<file path="src/rtl/usb_bsd_pkg.sv">
package usb_bsd_pkg;

  typedef enum logic [1:0] {
    MODE_AUTO  = 2'b00,
    MODE_FS    = 2'b01,
    MODE_LS    = 2'b10,
    MODE_AUTO2 = 2'b11
  } spd_mode_e;

  typedef struct packed {
    logic se0;      // both lines low
    logic se1;      // both lines high
    logic fs_idle;  // D+ high, D- low
    logic ls_idle;  // D- high, D+ low
  } line_state_t;

  function automatic line_state_t decode_lines(input logic dp, input logic dm);
    line_state_t s;
    s.se0     = ~dp & ~dm;
    s.se1     =  dp &  dm;
    s.fs_idle =  dp & ~dm;
    s.ls_idle = ~dp &  dm;
    return s;
  endfunction

endpackage

</file>
<file path="src/rtl/usb_bsd_se0_timer.sv">
module usb_bsd_se0_timer #(
  parameter int RST_LIM = 120,
  parameter int KA_LIM  = 57
) (
  input  logic clk,
  input  logic rst,
  input  logic se0,
  output logic exit_qual,
  output logic len_rst,
  output logic len_ka
);
  localparam int CW = $clog2(RST_LIM + 2);
  localparam logic [CW-1:0] SAT   = CW'(RST_LIM + 1);
  localparam logic [CW-1:0] RST_L = CW'(RST_LIM);
  localparam logic [CW-1:0] KA_L  = CW'(KA_LIM);
  localparam logic [CW-1:0] ONE   = CW'(1);

  logic [CW-1:0] run_cnt;
  logic          prev_se0;

  always_ff @(posedge clk) begin
    if (rst) begin
      run_cnt  <= '0;
      prev_se0 <= 1'b0;
    end else begin
      prev_se0 <= se0;
      if (!se0)
        run_cnt <= '0;
      else if (!prev_se0)
        run_cnt <= ONE;
      else if (run_cnt != SAT)
        run_cnt <= run_cnt + ONE;
    end
  end

  always_comb begin
    exit_qual = ~se0 & prev_se0 & (run_cnt > ONE);
    len_rst   = run_cnt > RST_L;
    len_ka    = (run_cnt > KA_L) & ~len_rst;
  end

  AST_QUAL_NEEDS_TWO: assert property (@(posedge clk) disable iff (rst)
    exit_qual |-> ($past(se0) && $past(se0, 2)));

  AST_CNT_BOUND: assert property (@(posedge clk) disable iff (rst)
    (run_cnt == SAT && se0) |=> (run_cnt == SAT || !$past(prev_se0)));

endmodule

</file>
<file path="src/rtl/usb_bsd_speed_track.sv">
module usb_bsd_speed_track
  import usb_bsd_pkg::*;
(
  input  logic        clk,
  input  logic        rst,
  input  spd_mode_e   mode,
  input  line_state_t lines,
  input  logic        exit_qual,
  output logic        spd_valid,
  output logic        spd_low
);
  logic det_vld, det_ls;
  logic det_vld_n, det_ls_n;
  logic upd;

  always_comb begin
    upd       = (lines.fs_idle | lines.ls_idle) & (~det_vld | exit_qual);
    det_vld_n = det_vld | upd;
    det_ls_n  = upd ? lines.ls_idle : det_ls;
  end

  always_ff @(posedge clk) begin
    if (rst) begin
      det_vld   <= 1'b0;
      det_ls    <= 1'b0;
      spd_valid <= 1'b0;
      spd_low   <= 1'b0;
    end else begin
      det_vld <= det_vld_n;
      det_ls  <= det_ls_n;
      unique case (mode)
        MODE_FS: begin spd_valid <= 1'b1;      spd_low <= 1'b0;     end
        MODE_LS: begin spd_valid <= 1'b1;      spd_low <= 1'b1;     end
        default: begin spd_valid <= det_vld_n; spd_low <= det_ls_n; end
      endcase
    end
  end

  AST_DET_STICKY: assert property (@(posedge clk) disable iff (rst)
    det_vld |=> det_vld);

  AST_FORCED_FS: assert property (@(posedge clk) disable iff (rst)
    (!$past(rst) && $past(mode) == MODE_FS) |-> (spd_valid && !spd_low));

  AST_FORCED_LS: assert property (@(posedge clk) disable iff (rst)
    (!$past(rst) && $past(mode) == MODE_LS) |-> (spd_valid && spd_low));

endmodule

</file>
<file path="src/rtl/usb_bus_state_det.sv">
module usb_bus_state_det
  import usb_bsd_pkg::*;
#(
  parameter int SAMPLE_HZ = 48_000_000
) (
  input  logic       clk,
  input  logic       rst,
  input  logic [1:0] mode_sel,
  input  logic       dp_smp,
  input  logic       dm_smp,
  output logic       spd_valid,
  output logic       spd_low,
  output logic       bus_reset_stb,
  output logic       keepalive_stb
);
  // Limits in samples: floor(f * 2.5us) and floor(f * 1.2us)
  localparam int RST_LIM = int'((longint'(SAMPLE_HZ) * 25) / 64'd10_000_000);
  localparam int KA_LIM  = int'((longint'(SAMPLE_HZ) * 12) / 64'd10_000_000);

  line_state_t lines;
  logic exit_qual, len_rst, len_ka;

  assign lines = decode_lines(dp_smp, dm_smp);

  usb_bsd_se0_timer #(.RST_LIM(RST_LIM), .KA_LIM(KA_LIM)) timer_i (
    .clk       (clk),
    .rst       (rst),
    .se0       (lines.se0),
    .exit_qual (exit_qual),
    .len_rst   (len_rst),
    .len_ka    (len_ka)
  );

  usb_bsd_speed_track track_i (
    .clk       (clk),
    .rst       (rst),
    .mode      (spd_mode_e'(mode_sel)),
    .lines     (lines),
    .exit_qual (exit_qual),
    .spd_valid (spd_valid),
    .spd_low   (spd_low)
  );

  always_ff @(posedge clk) begin
    if (rst) begin
      bus_reset_stb <= 1'b0;
      keepalive_stb <= 1'b0;
    end else begin
      bus_reset_stb <= exit_qual & len_rst;
      keepalive_stb <= exit_qual & len_ka & spd_low;
    end
  end

  AST_STB_EXCL: assert property (@(posedge clk) disable iff (rst)
    !(bus_reset_stb && keepalive_stb));

  AST_RST_AFTER_SE0: assert property (@(posedge clk) disable iff (rst)
    bus_reset_stb |-> (($past(dp_smp) || $past(dm_smp)) &&
                       !$past(dp_smp, 2) && !$past(dm_smp, 2)));

  AST_KA_NEEDS_LS: assert property (@(posedge clk) disable iff (rst)
    keepalive_stb |-> $past(spd_low));

  AST_STB_ONE_CYCLE: assert property (@(posedge clk) disable iff (rst)
    (bus_reset_stb || keepalive_stb) |=> !(bus_reset_stb || keepalive_stb));

endmodule

</file>
<file path="config.mk">
export PLATFORM = sky130hd
export DESIGN_NAME = usb_bus_state_det
export DESIGN_NICKNAME = d
export VERILOG_FILES = /design/src/rtl/usb_bsd_pkg.sv /design/src/rtl/usb_bsd_se0_timer.sv /design/src/rtl/usb_bsd_speed_track.sv /design/src/rtl/usb_bus_state_det.sv
export SDC_FILE = /design/constraint.sdc
export NUM_CORES = 1
export LEC_CHECK = 0
export BUFFER_PORTS_ARGS = -buffer_cell sky130_fd_sc_hd__buf_4
export CAP_MARGIN = 20
export CORE_MARGIN = 1
export CORE_UTILIZATION = 53
export CTS_CLUSTER_DIAMETER = 30
export DETAILED_ROUTE_END_ITERATION = 12
export PLACE_DENSITY = 0.75
export SLEW_MARGIN = 30
export SYNTH_ARGS = -nofsm -noshare
export SYNTH_HDL_FRONTEND = slang
export SYNTH_SLANG_ARGS = --single-unit
</file>
<file path="constraint.sdc">
create_clock -name clk -period 1.65 [get_ports clk]
set_clock_uncertainty 0.05 [all_clocks]
set_input_delay 0 -clock clk [delete_from_list [all_inputs] [get_ports clk]]
set_output_delay 0 -clock clk [all_outputs]
set_load 0.02 [all_outputs]
</file>
==> reports/metrics.csv <==
metric,value,unit
Most used DFF post-synth,dfxtp_1,
"Net Count, Synth",88,
total gr overflow,0,
Final min period,1540,ps
share of async-settable or async-resettable flops after synthesis,0,
Cells after DPL,99,
die area,1460,sq um
Slew HR,0.813,
area share of the leading cell type in the synthesized netlist,0.403,
warning count from the yosys run,0,
DR iter-0 viols,18,
max cap viols,0,
RD Place Congestion,0.819,
worst slew pin tran,278,ps
Final Total Pwr,0.000675,W
share of cells above drive strength 1,0.178,
worst skew pair latency,280,ps
Initial Utilization,0.602,
Worst Path Required,1810,ps
total CTS buffers,3,
final worst path period share,0.936,
met2 Use GR,0.297,
Die Ht,38.2,um
top-count cell post-synth,dfxtp_1,
number of global-route vias before repair,476,
Worst-path clk slew,90,ps
Synth area leaders,"dfxtp_1 40%, ha_1 11%, nor2b_1 6.3%",
final slew viol count,0,
post-route ant nets,0,
worst-path maximum fanout,5,
"Distinct cells, synth",24,
pin count of the biggest net entering global routing,9,
synthesized area,696,sq um
via count,541,
wire per inst,10.9,um
Die Wd,38.2,um
Post-Layout Cell Count,104,
Sink Count,14,
Post-synth EDFFs,0,
status,completed,
total wire length,1.13,mm
largest area contributor in the netlist,dfxtp_1,
Global Route Usage Sum,0.200,
Crit Path Class,reg -> reg,
Final #Nets,103,
Leakage,0.335,nW
Max Fclk,648,MHz
maximum VDD drop,0.468,mV
Ant. Diodes,0,
final design utilization,0.715,
Synth Instances,76,
DRT Pass-1 Iters,4,
most instantiated cells after synthesis,"14 x dfxtp_1, 7 x inv_1, 7 x nor2b_1",
Seq cells post-synth,14,
Root Driver,clkbuf_4,
met3 usage,0.0698,
Area Growth Syn to Fin,18.9,%
"Hold Vio Cnt, Final",0,
CTS max path bufs,2,
Arrival @ worst endpoint,1700,ps
Worst Setup Start Kind,register,
DRC viols,0,
sequential area share after synthesis,0.403,
final setup fails,0,
mean post-synth cell area,9.15,sq um
CTS tree,done,
I/O Pins,10,
Rows,12,
fill cell count,84,
RSZ-0062 raised after global routing,false,
grt peak-use layer,met2,
setup TNS,0,ps
Critical Path End Type,register,
HPWL after DPL,837,um
Hold Crit Class,in -> reg,
buffers added on ports,9,
vias per cell,5.20,
H-tree depth,1,
first-pass GRT wire length,1.90,mm
global routing met1 resource utilization,0.251,
setup bufs post-CTS,0,
pwr dens,816,nW/um^2
core area,1160,sq um
initial antenna violation count,0,
-- cell usage in the layout (no fill, tap or decap), drive strengths merged, types with 2 or more instances in the layout --
cell    count
and3        3
nand2       4
inv         7
o21ai       3
buf         9
a21oi       2
dfxtp      14
xnor2       4
clkbuf      4
nand2b      2
ha          6
nor3        4
nor2        6
nor2b       7
mux2i       2
a31oi       2
nand3       3
-- cells by family after synthesis --
group / synth area share
simple gates: 0.245
flops: 0.403
compound gates: 0.115
buf+inv: 0.0378
fa+ha+maj: 0.108
xor+xnor: 0.0629
mux: 0.0288
-- report_power, final --
| part | switching, W | leakage [nW] | total (W) | internal, W |
|---|---|---|---|---|
| registers | 0.00000557 | 0.114 | 0.000354 | 0.000348 |
| clock network | 0.000113 | 0.0210 | 0.000247 | 0.000134 |
| logic | 0.0000359 | 0.200 | 0.0000741 | 0.0000382 |
| total | 0.000154 | 0.335 | 0.000675 | 0.000520 |
-- worst max-delay path, cell delays in order, from the launching register on --
cell	delay, ps
dfxtp_1	400
inv_1	80
ha_1	190
o21ba_2	230
nor2_1	60
a221o_1	330
a31oi_1	130
-- registers in the layout (all words and copies together), names as in the netlist --
name / cells
timer_i.run_cnt: 7
bus_reset_stb: 1
keepalive_stb: 1
timer_i.prev_se0: 1
track_i.det_ls: 1
track_i.det_vld: 1
track_i.spd_low: 1
track_i.spd_valid: 1
-- metal layers --
metal	share of wire	vias up
met3	0.041	4
li1	-	288
met5	0	-
met2	0.42	13
met1	0.52	236
met4	0.017	0
-- path summary, 6_finish.rpt --
check | start | endpoint | slack (ps) | depth (start not counted)
min | mode_sel[1] | track_i.spd_valid | 30 | 3
max reg2reg | timer_i.run_cnt[1] | track_i.spd_low | 110 | 6
max | timer_i.run_cnt[1] | track_i.spd_low | 110 | 6
min reg2reg | timer_i.prev_se0 | timer_i.run_cnt[0] | 400 | 1
-- repair_timing --
action,CTS,global route
hold endpoints to repair,5,0
resized for setup,0,0
hold buffers,1,0
endpoints found under the setup margin,0,0
-- cell type report --
type                       instances  area, sq um  share of cell area
tap                               14         17.5              0.0212
multi-input combinational         55          389               0.470
inverter                           7         26.3              0.0318
clock buffer                       4         36.3              0.0439
sequential                        14          280               0.339
timing repair buffer              10         77.6              0.0938
-- stage by stage --
step                worst slack [ps]  instance area, sq um  hold slack, ps
floorplan                        234                   696            19.1
global placement                 194                   781             161
detailed placement               149                   781             164
CTS                              122                   827            26.7
global route                    10.3                   827            36.5
finish                           106                   827            32.6
(Power assumes the default switching activity.)
